<file path="src/rtl/fcs_pkg.sv">
package fcs_pkg;
  typedef enum logic [2:0] {
    OPK_NONE = 3'd0,
    OPK_PROG = 3'd1,
    OPK_SECT = 3'd2,
    OPK_BLK  = 3'd3,
    OPK_CHIP = 3'd4
  } opk_e;

  typedef enum logic [2:0] {
    ST_IDLE,
    ST_UNL1,
    ST_UNL2,
    ST_PRG,
    ST_ERS1,
    ST_ERS2,
    ST_ERS3
  } seq_e;

  localparam logic [7:0] C_KEY1  = 8'hAA;
  localparam logic [7:0] C_KEY2  = 8'h55;
  localparam logic [7:0] C_PROG  = 8'hA0;
  localparam logic [7:0] C_ERASE = 8'h80;
  localparam logic [7:0] C_IDIN  = 8'h90;
  localparam logic [7:0] C_EXIT  = 8'hF0;
  localparam logic [7:0] C_CHIP  = 8'h10;
  localparam logic [7:0] C_SECT  = 8'h30;
  localparam logic [7:0] C_BLK   = 8'h50;
endpackage

</file>
<file path="src/rtl/fcs_decode.sv">
module fcs_decode #(
  parameter int UNLK_W = 15,
  parameter logic [UNLK_W-1:0] KEY_A = 15'h5555,
  parameter logic [UNLK_W-1:0] KEY_B = 15'h2AAA
) (
  input  logic [UNLK_W-1:0] low_addr,
  input  logic [7:0]        data,
  output logic              at_a,
  output logic              at_b,
  output logic              d_key1,
  output logic              d_key2,
  output logic              d_prog,
  output logic              d_erase,
  output logic              d_idin,
  output logic              d_exit,
  output logic              d_chip,
  output logic              d_sect,
  output logic              d_blk
);
  import fcs_pkg::*;

  always_comb begin
    at_a    = (low_addr == KEY_A);
    at_b    = (low_addr == KEY_B);
    d_key1  = (data == C_KEY1);
    d_key2  = (data == C_KEY2);
    d_prog  = (data == C_PROG);
    d_erase = (data == C_ERASE);
    d_idin  = (data == C_IDIN);
    d_exit  = (data == C_EXIT);
    d_chip  = (data == C_CHIP);
    d_sect  = (data == C_SECT);
    d_blk   = (data == C_BLK);
  end
endmodule

</file>
<file path="src/rtl/fcs_guard.sv">
module fcs_guard #(
  parameter int NBLK  = 8,
  parameter int BLK_W = $clog2(NBLK)
) (
  input  logic [BLK_W-1:0] blk_idx,
  input  logic             top_lock_n,
  input  logic             wp_n,
  input  logic [NBLK-1:0]  blk_lock,
  input  logic             vdd_ok,
  output logic             blk_ok,
  output logic             all_ok
);
  logic [NBLK-1:0] prot;

  for (genvar i = 0; i < NBLK; i++) begin : g_prot
    if (i == NBLK - 1) begin : g_boot
      assign prot[i] = blk_lock[i] | ~top_lock_n;
    end else begin : g_main
      assign prot[i] = blk_lock[i] | ~wp_n;
    end
  end

  always_comb begin
    blk_ok = vdd_ok & ~prot[blk_idx];
    all_ok = vdd_ok & ~(|prot);
  end
endmodule

</file>
<file path="src/rtl/fcs_fsm.sv">
module fcs_fsm (
  input  logic        clk,
  input  logic        rst_n,
  input  logic        wr_acc,
  input  logic        at_a,
  input  logic        at_b,
  input  logic        d_key1,
  input  logic        d_key2,
  input  logic        d_prog,
  input  logic        d_erase,
  input  logic        d_idin,
  input  logic        d_exit,
  input  logic        d_chip,
  input  logic        d_sect,
  input  logic        d_blk,
  input  logic        mux_mode,
  input  logic        blk_ok,
  input  logic        all_ok,
  output logic        fire,
  output logic [2:0]  fire_kind,
  output logic        id_set,
  output logic        id_clr
);
  import fcs_pkg::*;

  seq_e st, st_nxt;
  opk_e kind;

  always_comb begin
    st_nxt = st;
    fire   = 1'b0;
    kind   = OPK_NONE;
    id_set = 1'b0;
    id_clr = 1'b0;
    if (wr_acc) begin
      case (st)
        ST_IDLE: begin
          if (at_a && d_key1) st_nxt = ST_UNL1;
          else if (d_exit)    id_clr = 1'b1;
        end
        ST_UNL1: st_nxt = (at_b && d_key2) ? ST_UNL2 : ST_IDLE;
        ST_UNL2: begin
          st_nxt = ST_IDLE;
          if (at_a) begin
            if (d_prog)       st_nxt = ST_PRG;
            else if (d_erase) st_nxt = ST_ERS1;
            else if (d_idin)  id_set = 1'b1;
            else if (d_exit)  id_clr = 1'b1;
          end
        end
        ST_PRG: begin
          st_nxt = ST_IDLE;
          kind   = OPK_PROG;
          fire   = blk_ok;
        end
        ST_ERS1: st_nxt = (at_a && d_key1) ? ST_ERS2 : ST_IDLE;
        ST_ERS2: st_nxt = (at_b && d_key2) ? ST_ERS3 : ST_IDLE;
        ST_ERS3: begin
          st_nxt = ST_IDLE;
          if (d_sect) begin
            kind = OPK_SECT;
            fire = blk_ok;
          end else if (d_blk) begin
            kind = OPK_BLK;
            fire = blk_ok;
          end else if (d_chip && at_a) begin
            kind = OPK_CHIP;
            fire = mux_mode & all_ok;
          end
        end
        default: st_nxt = ST_IDLE;
      endcase
    end
    fire_kind = kind;
  end

  always_ff @(posedge clk or negedge rst_n) begin
    if (!rst_n) st <= ST_IDLE;
    else        st <= st_nxt;
  end
endmodule

</file>
<file path="src/rtl/flash_cmd_seq.sv">
module flash_cmd_seq #(
  parameter int ADDR_W = 19,
  parameter int NBLK   = 8,
  parameter int UNLK_W = 15,
  parameter logic [UNLK_W-1:0] KEY_A = 15'h5555,
  parameter logic [UNLK_W-1:0] KEY_B = 15'h2AAA
) (
  input  logic              clk,
  input  logic              rst_n,
  input  logic              wr_en,
  input  logic [ADDR_W-1:0] wr_addr,
  input  logic [7:0]        wr_data,
  input  logic              mux_mode,
  input  logic              top_lock_n,
  input  logic              wp_n,
  input  logic [NBLK-1:0]   blk_lock,
  input  logic              vdd_ok,
  input  logic              eng_busy,
  output logic              op_start,
  output logic [2:0]        op_kind,
  output logic [ADDR_W-1:0] op_addr,
  output logic [7:0]        op_data,
  output logic              id_mode
);
  localparam int BLK_W = $clog2(NBLK);

  logic [1:0] rst_pipe;
  logic       rst_sn;

  always_ff @(posedge clk or negedge rst_n) begin
    if (!rst_n) rst_pipe <= 2'b00;
    else        rst_pipe <= {rst_pipe[0], 1'b1};
  end
  assign rst_sn = rst_pipe[1];

  logic at_a, at_b, d_key1, d_key2, d_prog, d_erase, d_idin, d_exit;
  logic d_chip, d_sect, d_blk;
  logic blk_ok, all_ok;
  logic fire, id_set, id_clr;
  logic [2:0] fire_kind;
  logic wr_acc;

  assign wr_acc = wr_en & ~eng_busy;

  fcs_decode #(.UNLK_W(UNLK_W), .KEY_A(KEY_A), .KEY_B(KEY_B)) u_dec (
    .low_addr(wr_addr[UNLK_W-1:0]), .data(wr_data),
    .at_a(at_a), .at_b(at_b), .d_key1(d_key1), .d_key2(d_key2),
    .d_prog(d_prog), .d_erase(d_erase), .d_idin(d_idin), .d_exit(d_exit),
    .d_chip(d_chip), .d_sect(d_sect), .d_blk(d_blk)
  );

  fcs_guard #(.NBLK(NBLK), .BLK_W(BLK_W)) u_guard (
    .blk_idx(wr_addr[ADDR_W-1 -: BLK_W]), .top_lock_n(top_lock_n),
    .wp_n(wp_n), .blk_lock(blk_lock), .vdd_ok(vdd_ok),
    .blk_ok(blk_ok), .all_ok(all_ok)
  );

  fcs_fsm u_fsm (
    .clk(clk), .rst_n(rst_sn), .wr_acc(wr_acc),
    .at_a(at_a), .at_b(at_b), .d_key1(d_key1), .d_key2(d_key2),
    .d_prog(d_prog), .d_erase(d_erase), .d_idin(d_idin), .d_exit(d_exit),
    .d_chip(d_chip), .d_sect(d_sect), .d_blk(d_blk),
    .mux_mode(mux_mode), .blk_ok(blk_ok), .all_ok(all_ok),
    .fire(fire), .fire_kind(fire_kind), .id_set(id_set), .id_clr(id_clr)
  );

  always_ff @(posedge clk or negedge rst_sn) begin
    if (!rst_sn) begin
      op_start <= 1'b0;
      id_mode  <= 1'b0;
    end else begin
      op_start <= fire;
      if (id_set)      id_mode <= 1'b1;
      else if (id_clr) id_mode <= 1'b0;
    end
  end

  always_ff @(posedge clk) begin
    if (fire) begin
      op_kind <= fire_kind;
      op_addr <= wr_addr;
      op_data <= wr_data;
    end
  end
endmodule

</file>
<file path="config.mk">
export PLATFORM = sky130hd
export DESIGN_NAME = flash_cmd_seq
export DESIGN_NICKNAME = d
export VERILOG_FILES = /design/src/rtl/fcs_pkg.sv /design/src/rtl/fcs_decode.sv /design/src/rtl/fcs_guard.sv /design/src/rtl/fcs_fsm.sv /design/src/rtl/flash_cmd_seq.sv
export SDC_FILE = /design/constraint.sdc
export NUM_CORES = 1
export LEC_CHECK = 0
export BUFFER_PORTS_ARGS = -buffer_cell sky130_fd_sc_hd__buf_2
export CORE_MARGIN = 10
export CORE_UTILIZATION = 44
export DETAILED_ROUTE_END_ITERATION = 8
export PLACE_DENSITY = 0.87
export SETUP_SLACK_MARGIN = 0.2
export SYNTH_ARGS = -nofsm -noshare
export SYNTH_HDL_FRONTEND = slang
export SYNTH_HIERARCHICAL = 1
export SYNTH_SLANG_ARGS = --single-unit
</file>
<file path="constraint.sdc">
create_clock -name clk -period 1.27 [get_ports clk]
set_input_delay 0.254 -clock clk [delete_from_list [all_inputs] [get_ports clk]]
set_output_delay 0.254 -clock clk [all_outputs]
set_load 0.05 [all_outputs]
</file>
# Word level (Yosys, flattened, before mapping)

Index checks and enable logic that the tools add are counted.

Register bits: 37
Bits in latches: 0
Bits in writable memories: 0
Bits in read-only memories: 0
Input port bits: 43
Output and inout bits: 32
Logic and storage cells: 85
Memories: 0

Add/subtract/negate cells: 0
$mul: 0
Div/mod/pow operators: 0
$lt $le $gt $ge: 1
Eq/ne operators: 18
Shifts and indexed selects: 0
Muxes and demuxes: 35
Bitwise gates (word level): 17
Reductions and logical operators: 7

Operators by type and width:

| kind                                                       | count |
|---|---|
| equality test 8 bit, second input constant                 | 5 |
| 2-to-1 mux 3 bit                                           | 9 |
| 2-to-1 mux 1 bit                                           | 20 |
| equality test 8 x 7 -> 1 bit, second input constant        | 2 |
| equality test 15 x 14 -> 1 bit, second input constant      | 1 |
| equality test 15 bit, second input constant                | 1 |
| one-hot mux 3 bit (5 select lines)                         | 1 |
| equality test 3 bit, second input constant                 | 3 |
| equality test 8 x 5 -> 1 bit, second input constant        | 1 |
| equality test 8 x 6 -> 1 bit, second input constant        | 1 |
| OR 1 bit                                                   | 8 |
| OR reduction 8 bit                                         | 1 |
| equality test 3 x 2 -> 1 bit, second input constant        | 2 |
| one-hot mux 3 bit (2 select lines)                         | 1 |
| inverter 1 bit                                             | 5 |
| AND 1 bit                                                  | 4 |
| less-than comparator 3 x 4 -> 1 bit, second input constant | 1 |
| one-hot mux 1 bit (2 select lines)                         | 2 |
| binary-select mux 1 bit (select 3 bit)                     | 1 |
| equality test 3 x 1 -> 1 bit, second input constant        | 1 |
| logical AND 1 bit                                          | 3 |
| zero test 3 bit                                            | 1 |
| 2-to-1 mux 2 bit                                           | 1 |
| inequality test 2 x 1 -> 1 bit, second input constant      | 1 |
| 2 further kinds                                            | 2 |

# Depth between registers and ports, before layout

Gate-level depths: netlist of run 1.

Depth after elaboration: 11
Depth in mapped cells: 7
Depth with buffers taken out: 7

# By module

Netlist of run 1, hierarchy kept.

By module, submodules not included:

| module        | instances | cells an instance | area an instance (µm²) | seq. area each (µm²) |
|---|---|---|---|---|
| flash_cmd_seq | 1         | 38                | 1022.2                 | 1001.0 |
| fcs_fsm       | 1         | 43                | 377.9                  | 75.1 |
| fcs_decode    | 1         | 29                | 224.0                  | 0.0 |
| fcs_guard     | 1         | 16                | 125.1                  | 0.0 |

# Worst setup path before layout of run 1

OpenSTA, ideal clock, no wires.

Path type: input to register
From: input wr_addr[1]
To: register op_addr[0], enable pin
Library setup time: 392 ps
Arrival time: 2643 ps
Slack: -1765 ps
Cell stages on the path: 5
Buffers on the path: 0
Path through: or4b_1 -> nor4_1 -> nand2_1 -> nor4_4 -> a32o_1

Word-level cells in the longest chain between the ends: 7

Ends and longest elaborated chain:

| what                               | line                | RTL |
|---|---|---|
| start: declaration                 | flash_cmd_seq.sv:11 | `input logic [ADDR_W-1:0] wr_addr,` |
| equality test 15 bit               | fcs_decode.sv:23    | `at_a = (low_addr == KEY_A);` |
| via at_a                           | flash_cmd_seq.sv:36 | `logic at_a, at_b, d_key1, d_key2, d_prog, d_erase, d_idin, d_exit;` |
| logical AND 1 bit                  | fcs_fsm.sv:66       | `end else if (d_chip && at_a) begin` |
| 2-to-1 mux 1 bit                   | fcs_fsm.sv:66       |  |
| 2-to-1 mux 1 bit                   | fcs_fsm.sv:63       | `end else if (d_blk) begin` |
| 2-to-1 mux 1 bit                   | fcs_fsm.sv:60       | `if (d_sect) begin` |
| one-hot mux 1 bit (2 select lines) | fcs_fsm.sv:36       | `case (st)` |
| 2-to-1 mux 1 bit                   | fcs_fsm.sv:35       | `if (wr_acc) begin` |
| via fire                           | flash_cmd_seq.sv:39 | `logic fire, id_set, id_clr;` |
| end signal: assignment             | flash_cmd_seq.sv:81 | `op_addr <= wr_addr;` |
| end: declaration                   | flash_cmd_seq.sv:21 | `output logic [ADDR_W-1:0] op_addr,` |

The timed path passes the listed nets, and every way through them passes these cells.
A chain may end at the register's enable or synchronous reset.

# Final worst setup path of run 1

From: input wr_addr[7]
To: register op_data[6], enable pin

Word-level cells in the longest chain between the ends: 7

Ends and longest elaborated chain:

| what                               | line                | RTL |
|---|---|---|
| equality test 15 bit               | fcs_decode.sv:23    |  |
| via at_a                           | flash_cmd_seq.sv:36 |  |
| logical AND 1 bit                  | fcs_fsm.sv:66       |  |
| 2-to-1 mux 1 bit                   | fcs_fsm.sv:66       |  |
| 2-to-1 mux 1 bit                   | fcs_fsm.sv:63       |  |
| 2-to-1 mux 1 bit                   | fcs_fsm.sv:60       |  |
| one-hot mux 1 bit (2 select lines) | fcs_fsm.sv:36       |  |
| 2-to-1 mux 1 bit                   | fcs_fsm.sv:35       |  |
| via fire                           | flash_cmd_seq.sv:39 |  |
| end signal: assignment             | flash_cmd_seq.sv:82 | `op_data <= wr_data;` |
| end: declaration                   | flash_cmd_seq.sv:22 | `output logic [7:0] op_data,` |

The timed path passes the listed nets, and every way through them passes these cells.

==> flow_summary.yaml, run 1 <==
pwr:
  seq_power_share: 0.545
  power.density_nw_per_um2: 792
  clkPwrFrac: 0.335
  p_leak_nw: 1.27
  pwr-share-comb: 0.120
  p_total_w: 0.00241
  peakVddDrop_v: 0.000643
  intPower_w: 0.00185
  swShare: 0.235
  switchingPower_w: 0.000568
timing:
  fin_setup_tns_ps: -24900
  fin_crit_sh: 1.57
  period_minus_slack_ps: 2000
  rsz0062_at_grt: "true"
  finalHoldViolCount: 0
  drv_slew: 0
  fmax_mhz: 500
  fin_ws_ps: -730
  setup_violations: 38
  holdWs_ps: 95.8
  skew_ps: 5.25
routing:
  vias: 1718
  drt_first_iter_violations: 151
  wire_per_inst_um: 22.4
  wl_um: 6760
  viasPerCell: 5.69
  first_pass_iters: 4
  ant_nets: 0
  drc: 0
final_layout:
  final_layout_size_suffix_gt1_frac: 0.630
  seq_area_um2: 1080
  postLayoutCoreUtil: 0.814
  multiInputGateArea_um2: 795
  synthToLayoutAreaGrowth_pct: 74.2
  antenna_cells: 0
  fillers: 174
  nets: 296
floorplan:
  num_rows: 22
  die_h_um: 83.1
  num_io_pins: 75
  fp.dieW_um: 83.1
  dieArea_um2: 6900
  initial_core_util: 0.467
  core_area_um2: 3740
worst_setup_path:
  critPathKind: "in -> reg"
  crit_required_ps: 1270
  startpoint_type: "primary input"
  crit_path_end_kind: "register"
  cpPeakStageDelay_ps: 540
  critPathMostFrequentCell: "nor4_4"
  critPathMaxFanout: 17
  cpLargestDelayFamily: "simple AND/OR/NAND/NOR gates"
  crit_buf_inv: 2
  critical_path_arrival_ps: 2000
  slowest_stage: "or4bb_4"
  path_cells: "buf_6 -> or4bb_4 -> nor4_4 -> nand2_2 -> nor4_4 -> a32o_4 -> buf_12"
synthesis:
  syn-num-nets: 169
  syn_inst: 126
  yosysWarnings: 6
  postSynthAreaPerCell_um2: 13.9
  yosysSeqAreaShare: 0.615
  mappedNetlistArea_um2: 1750
  ys_types: 43
  ys_ff_latch: 37
clock_tree:
  clock_sinks: 37
  cts_buffers: 5
  cts_tree: "built"
  clk-insertion-delay-late_ps: 290
  clk_pin_slew_ps: 70
  clk_path_buf_depth: 2
  htree_levels: 2
  cts-root-buf: "clkbuf_8"
run_status:
  violations: "negative setup slack"
  status: "finished with violations"
grt:
  grt_pass1_wl_um: 9780
  antenna_found_initial: 0
  grt_max_degree: 18
  grt-ovfl-total: 0
  grt_pass1_vias: 1806
  track_usage: 0.173
placed_design:
  port-buffer-count: 74
  gp_congestion: 0.848
  hpwl_um: 4230
run:
  maxCapViolCount: 0
hold_path:
  min_path_type: "reg -> async"
power by group through the flow:
| stage | registers, W | logic (W) | clock network [W] |
|---|---|---|---|
| floorplan | 0.00134 | 0.0000619 | 0 |
| global placement | 0.00134 | 0.000232 | 0 |
| detailed placement | 0.00134 | 0.000245 | 0 |
| CTS | 0.00132 | 0.000264 | 0.000789 |
| global route | 0.00132 | 0.000308 | 0.000874 |
| finish | 0.00132 | 0.000289 | 0.000809 |
area by class of cell:
type                    instances  area share
clock buffers                   6      0.0238
clock inverters                 2     0.00329
inverters                       5     0.00616
multi-input cells              79       0.261
flip-flops and latches         37       0.353
well taps                      48      0.0197
repair buffers                125       0.333
sequential cells by signal, indices dropped and copies added, names as in the netlist:
register	flops
op_addr	19
op_data	8
op_kind	3
u_fsm/st	3
rst_pipe	2
id_mode	1
op_start	1
layer usage:
layer / up-vias / global-route usage / share of wire
met3: 22 / 0.0547 / 0.080
met2: 102 / 0.312 / 0.50
li1: 761 / - / -
met5: - / 0 / 0
met4: 0 / 0.0585 / 0.032
met1: 833 / 0.183 / 0.39
worst register-to-register path, delay by kind of cell (launching register included):
kind,cells,cell delay (ps)
compound gates,1,300
buf+inv,1,160
simple gates,2,550
flops,1,390
synthesized netlist by cell type, drive strengths merged:
master,number,share of area
nor4bb,1,0.0057
nand3b,2,0.0086
clkbuf,1,0.0029
o2111a,1,0.0064
and3,1,0.0036
and3b,1,0.0050
or4bb,3,0.020
or3b,2,0.010
o311ai,1,0.0050
nand4bb,1,0.0064
o22ai,1,0.0036
a2111oi,1,0.0086
nand2,9,0.019
nor2,4,0.0086
or4,1,0.0064
a21o,1,0.0043
a32oi,1,0.0050
dfrtp,7,0.10
nand2b,5,0.018
conb,1,0.0021
a32o,2,0.011
buf,4,0.026
inv,5,0.011
o21ai,2,0.0057
nor3b,2,0.0086
mux2i,3,0.017
nor3,3,0.0086
nor2b,1,0.0036
nor4b,2,0.014
nor4,12,0.052
nand4b,5,0.034
a21oi,2,0.0057
or4b,3,0.017
a31oi,1,0.0036
a22o,2,0.010
o21a,1,0.0043
edfxtp,30,0.52
o211ai,1,0.0043
per-stage QoR:
stage	area, um^2	setup slack (ps)	instances
3_5_place_dp	2560	-1060	288
3_3_place_gp	2560	-983	288
6_report	3050	-730	302
2_1_floorplan	1820	-965	126
5_1_grt	3050	-812	302
4_1_cts	2950	-678	299
timing repair:
action,4_1_cts,5_1_grt
endpoints found under the hold margin,2,0
setup endpoints to repair,70,70
pin swaps,9,10
buffers inserted,2,3
hold buffers,1,0
resized for setup,79,14
cells in the final DEF, fill, tap and decap left out, drive strengths merged, types with 2 or more instances in the layout:
master / instances
buf: 124
edfxtp: 30
nor4: 12
nand2: 9
dfrtp: 7
clkbuf: 6
inv: 5
nand2b: 5
nand4b: 5
nor2: 4
mux2i: 3
or4b: 3
or4bb: 3
nor3: 3
clkinv: 2
nand3b: 2
a22o: 2
nor4b: 2
or3b: 2
a21oi: 2
o21ai: 2
a32o: 2
nor3b: 2
path summary, 6_finish.rpt:
kind | from | endpoint | slack (ps) | cells after the start
min in group clk | wr_addr[15] | op_addr[15] | 140 | 1
worst min-delay path | rst_pipe[1] | op_start | 100 | 0
worst min register to register | rst_pipe[1] | op_start | 100 | 0
worst max-delay path | wr_addr[7] | op_data[6] | -730 | 7
worst max register to register | u_fsm/st[0] | op_data[6] | -420 | 4
max in group asynchronous | rst_n | rst_pipe[1] | 910 | 2
cells by family after synthesis:
family,synth area share
buffers and inverters,0.0393
muxes,0.0172
AOI/OAI and AO/OA,0.0780
and+or+nand+nor,0.248
other,0.00214
DFF,0.615
Note: power is estimated with default switching activity, not from simulation.
==> inputs of run 2 (changes only) <==
--- a/config.mk
+++ b/config.mk
@@ -10,6 +10,7 @@
 export CORE_UTILIZATION = 44
 export DETAILED_ROUTE_END_ITERATION = 8
 export PLACE_DENSITY = 0.87
+export REMOVE_ABC_BUFFERS = 1
 export SETUP_SLACK_MARGIN = 0.2
 export SYNTH_ARGS = -nofsm -noshare
 export SYNTH_HDL_FRONTEND = slang
==> run 2 against run 1 <==
  * The run still ends with negative setup slack left
  * Clock power up 4.9%
  * Die area unchanged
  * Sequential power about the same
  * Register-to-register slack worse by 140 ps
  * Largest power group unchanged
  * Highest routed layer unchanged
==> flow_summary.yaml, run 2 (synthesis results as in run 1) <==
final_layout:
  max_flop_register: "op_addr"
  final_area_um2: 3080
  mostFrequentLayoutCell: "buf_4"
  largest_registers: "op_addr (19), op_data (8)"
  largest_register_ffs: 19
  synthToLayoutAreaGrowth_pct: 75.8
  final_cell_mix: "buf_4 (49), buf_6 (43), buf_2 (37)"
  fillers: 172
  nets: 304
  final_layout_size_suffix_gt1_frac: 0.618
timing:
  skew_ps: 14.2
  max_slew.worst_pin.slew_ps: 818
  rsz0062_at_grt: "true"
  period_minus_slack_ps: 2230
  drv_slew: 0
  finalHoldViolCount: 0
  fmax_mhz: 448
  setup_violations: 38
  fin_ws_ps: -960
  slew_headroom: 0.450
  fin_crit_sh: 1.76
clock_tree:
  htree_levels: 2
  cts_buffers: 5
  clk_pin_slew_ps: 80
  clk_path_buf_depth: 2
  clock_sinks: 37
  clk-insertion-delay-late_ps: 310
  cts-root-buf: "clkbuf_8"
  cts_tree: "built"
worst_setup_path:
  critical_path_arrival_ps: 2250
  cpLargestDelayFamily: "simple AND/OR/NAND/NOR gates"
  r2r_setup_slack_ps: -560
  critPathKind: "in -> reg"
  critPathMaxFanout: 15
  crit_buf_inv: 3
  startpoint_type: "primary input"
  crit_path_end_kind: "register"
  reg2reg_from: "u_fsm/st[2]"
  worstReg2RegEnd: "op_addr[1]"
  crit_required_ps: 1290
  cpPeakStageDelay_ps: 530
  rr_worst_depth: 4
  path_cells: "buf_6 -> or4b_1 -> nor4_2 -> buf_4 -> nand2_4 -> nor4_4 -> a32o_2 -> clkbuf_16"
  slowest_stage: "or4b_1"
floorplan:
  num_io_pins: 75
  dieArea_um2: 6900
  die_h_um: 83.1
  initial_core_util: 0.467
  fp.dieW_um: 83.1
  core_area_um2: 3740
  num_rows: 22
routing:
  drc: 0
  wire_per_inst_um: 23.3
  wl_um: 7240
  first_pass_iters: 4
  vias: 1755
  drt_first_iter_violations: 163
  ant_nets: 0
  viasPerCell: 5.64
pwr:
  pwr-share-comb: 0.112
  switchingPower_w: 0.000594
  intPower_w: 0.00184
  power.density_nw_per_um2: 793
  peakVddDrop_v: 0.000708
  seq_power_share: 0.539
  p_leak_nw: 1.31
  swShare: 0.244
  clkPwrFrac: 0.348
placed_design:
  place_area_um2: 2490
  post-place-ws_ps: -1260
  gp_congestion: 0.880
  port-buffer-count: 74
  hpwl_um: 3950
grt:
  grt_pass1_vias: 1839
  grt_max_degree: 31
  track_usage: 0.178
  grt_pass1_wl_um: 10000
  antenna_found_initial: 1
  grt-ovfl-total: 0
run_status:
  violations: "negative setup slack"
  status: "finished with violations"
run:
  maxCapViolCount: 0
hold_path:
  min_path_type: "reg -> async"
[run 2: cell types whose count changed in the layout (fill, tap and decap cells not counted), moves of 2 or more]
cell / before / now
a32o_2: 0 / 2
buf_2: 39 / 37
buf_4: 45 / 49
buf_6: 37 / 43
clkbuf_16: 0 / 2
nor2_1: 1 / 3
nor2_4: 2 / 0
nor4_1: 4 / 6
nor4_4: 5 / 3
[run 2: worst max path at each step]
stage	from	to	slack [ps]	depth (start not counted)
global placement	wr_addr[1]	op_addr[10]	-1150	8
detailed placement	wr_addr[1]	op_data[0]	-1260	8
global route	wr_addr[1]	op_addr[1]	-1020	8
finish	wr_addr[1]	op_addr[1]	-960	8
floorplan	wr_addr[1]	op_addr[0]	-1760	5
CTS	wr_addr[7]	id_mode	-850	10
[run 2: layer usage]
metal	GRT usage	routed length [um]
met5	0	0
met4	0.0723	153
met3	0.0742	604
met2	0.313	3700
met1	0.181	2780
[run 2: timing repair]
action | 4_1_cts | 5_1_grt
hold buffers | 1 | 0
gates resized for setup | 81 | 15
buffers inserted | 7 | 3
hold endpoints to repair | 2 | 0
gates cloned | 0 | 2
endpoints found under the setup margin | 70 | 70
pin swaps | 9 | 6
[run 2: power by group through the flow]
stage | registers, W | clock network [W] | logic (W)
5_1_grt | 0.00132 | 0.000911 | 0.000291
2_1_floorplan | 0.00134 | 0 | 0.0000480
3_3_place_gp | 0.00134 | 0 | 0.000218
6_report | 0.00131 | 0.000849 | 0.000274
3_5_place_dp | 0.00134 | 0 | 0.000228
4_1_cts | 0.00132 | 0.000799 | 0.000246
[run 2: layout make-up]
| cell class | count | area, um^2 | area share |
|---|---|---|---|
| tap | 48 | 60.1 | 0.0195 |
| antenna | 1 | 2.50 | 0.000814 |
| clock inverter | 2 | 10.0 | 0.00325 |
| sequential | 37 | 1080 | 0.350 |
| inverter | 5 | 18.8 | 0.00610 |
| timing repair buffer | 133 | 1120 | 0.363 |
| multi-input combinational | 79 | 718 | 0.234 |
| clock buffer | 6 | 72.6 | 0.0236 |
[run 2: per-stage QoR]
stage	hold WS, ps	power [W]	cells	setup TNS [ps]	utilization
after floorplan	-41.6	0.00139	121	-59450	-
after global placement	40.0	0.00156	289	-40600	0.664
after detailed placement	41.3	0.00157	289	-44460	0.664
after CTS	86.3	0.00236	305	-29590	0.778
after global routing	103	0.00252	311	-34970	0.822
final	83.4	0.00244	311	-32730	0.822
==> inputs of run 3 (changes only) <==
--- a/config.mk
+++ b/config.mk
@@ -6,8 +6,10 @@
 export NUM_CORES = 1
 export LEC_CHECK = 0
 export BUFFER_PORTS_ARGS = -buffer_cell sky130_fd_sc_hd__buf_2
-export CORE_MARGIN = 10
+export CAP_MARGIN = 5
+export CORE_MARGIN = 3
 export CORE_UTILIZATION = 44
+export CTS_BUF_LIST = sky130_fd_sc_hd__clkbuf_4 sky130_fd_sc_hd__clkbuf_8
 export DETAILED_ROUTE_END_ITERATION = 8
 export PLACE_DENSITY = 0.87
 export REMOVE_ABC_BUFFERS = 1
==> run 3 against run 2 <==
  * The flow still finishes with violations (negative setup slack)
  * Hold slack improved by 9.4 ps
  * Clock skew rose by 3.4 ps
  * Sequential share of layout area fell by 0.59 points
  * Critical path type unchanged
  * Count of clock-buffer cells in the layout fell by 1
  * Critical endpoint is now op_addr[17]
  * Core utilization rose by 1.4 points
  * Via count rose by 1.3%
  * Combinational power rose by 5%
  * Cell area rose by 1.7%
  * Global-route usage rose by 7.0 points
==> flow_summary.yaml, run 3 (synthesis results as in run 1) <==
routing:
  drt_first_iter_violations: 126
  ant_nets: 0
  wire_per_inst_um: 21.5
  drc: 0
  first_pass_iters: 4
  wl_um: 6630
  viasPerCell: 5.77
  vias: 1778
floorplan:
  die_h_um: 69.1
  core_area_um2: 3740
  dieArea_um2: 4770
  initial_core_util: 0.467
  fp.dieW_um: 69.1
  num_io_pins: 75
  num_rows: 22
timing:
  rsz0062_at_grt: "true"
  fmax_mhz: 463
  skew_ps: 17.6
  slew_headroom: 0.553
  drv_slew: 0
  period_minus_slack_ps: 2160
  fin_setup_tns_ps: -30960
  fin_crit_sh: 1.70
  setup_violations: 38
  fin_ws_ps: -889
  finalHoldViolCount: 0
  max_slew.worst_pin.slew_ps: 665
grt:
  grt-ovfl-total: 0
  antenna_found_initial: 0
  track_usage: 0.248
  grt_pass1_wl_um: 9320
  grt_max_degree: 31
  grt_pass1_vias: 1759
worst_setup_path:
  critPathMaxFanout: 15
  crit_path_end_kind: "register"
  r2r_setup_slack_ps: -400
  crit_required_ps: 1280
  critical_path_arrival_ps: 2170
  critPathKind: "in -> reg"
  startpoint_type: "primary input"
run_status:
  violations: "negative setup slack"
  status: "finished with violations"
placed_design:
  hpwl_um: 3280
  gp_congestion: 0.819
  post-place-ws_ps: -1180
  dp_cells: 285
  port-buffer-count: 74
  place_area_um2: 2460
final_layout:
  mostFrequentLayoutCell: "buf_4"
  final_area_um2: 3130
  fin_cells: 308
  final_cell_mix: "buf_4 (48), buf_6 (44), buf_2 (36)"
  synthToLayoutAreaGrowth_pct: 78.8
  antenna_cells: 0
  nets: 302
  fillers: 158
  largest_register_ffs: 19
  max_flop_register: "op_addr"
  final_layout_size_suffix_gt1_frac: 0.627
  largest_registers: "op_addr (19), op_data (8)"
pwr:
  intPower_w: 0.00205
  pwr-share-comb: 0.110
  clkPwrFrac: 0.391
  seq_power_share: 0.499
  p_total_w: 0.00263
  switchingPower_w: 0.000588
  power.density_nw_per_um2: 842
  peakVddDrop_v: 0.000798
  p_leak_nw: 1.34
  swShare: 0.223
clock_tree:
  cts-root-buf: "clkbuf_8"
  cts_tree: "built"
  clk-insertion-delay-late_ps: 310
  clock_sinks: 37
  clk_pin_slew_ps: 80
  cts_buffers: 5
  clk_path_buf_depth: 2
  htree_levels: 2
hold_path:
  min_path_type: "reg -> async"
run:
  maxCapViolCount: 0
## run 3: metrics by stage
| step | util | hold slack [ps] |
|---|---|---|
| floorplan | - | -41.6 |
| global placement | 0.656 | 40.6 |
| detailed placement | 0.656 | 40.8 |
| CTS | 0.795 | 94.4 |
| global route | 0.836 | 110 |
| finish | 0.836 | 92.8 |
## run 3: power by group through the flow
stage                     Clock, W  Combinational (W)  Sequential (W)
after floorplan                  0          0.0000480         0.00134
after CTS                 0.000995           0.000247         0.00132
after global routing       0.00109           0.000306         0.00132
after detailed placement         0           0.000217         0.00134
final                      0.00103           0.000289         0.00132
after global placement           0           0.000211         0.00134
## run 3: path summary, 6_finish.rpt
kind,startpoint,endpoint,depth (start not counted)
max,wr_data[0],op_addr[17],8
min in group clk,wr_addr[15],op_addr[15],1
min,rst_pipe[1],u_fsm/st[2],0
min reg2reg,rst_pipe[1],u_fsm/st[2],0
max in group asynchronous,rst_n,rst_pipe[1],2
max reg2reg,u_fsm/st[0],op_addr[17],5
## run 3: cell type report
type	count	area, um^2	share of cell area
repair buffers	131	1090	0.349
flip-flops and latches	37	1080	0.344
multi-input cells	79	772	0.247
clock buffers	5	68.8	0.0220
well taps	48	60.1	0.0192
clock inverters	3	41.3	0.0132
inverters	5	18.8	0.00600
## run 3: per-layer routing
layer | vias up | track usage | part of all wire
li1 | 777 | - | -
met1 | 867 | 0.289 | 0.36
met2 | 116 | 0.456 | 0.54
met3 | 18 | 0.0554 | 0.080
met4 | 0 | 0.0629 | 0.025
met5 | - | 0 | 0
## run 3: what timing repair did
action	4_1_cts	5_1_grt
hold endpoints to repair	2	0
hold buffers	1	0
gates cloned	0	1
setup buffers	7	6
gates resized for setup	90	15
pin swaps	7	8
setup endpoints to repair	70	70
## run 3: critical path, cell delays in order
cell and delay [ps]:
buf_6 90, or4_4 580, buf_6 150, nor4_4 290, nor2_2 100, o21ai_0 220, a32o_2 260, clkbuf_16 210
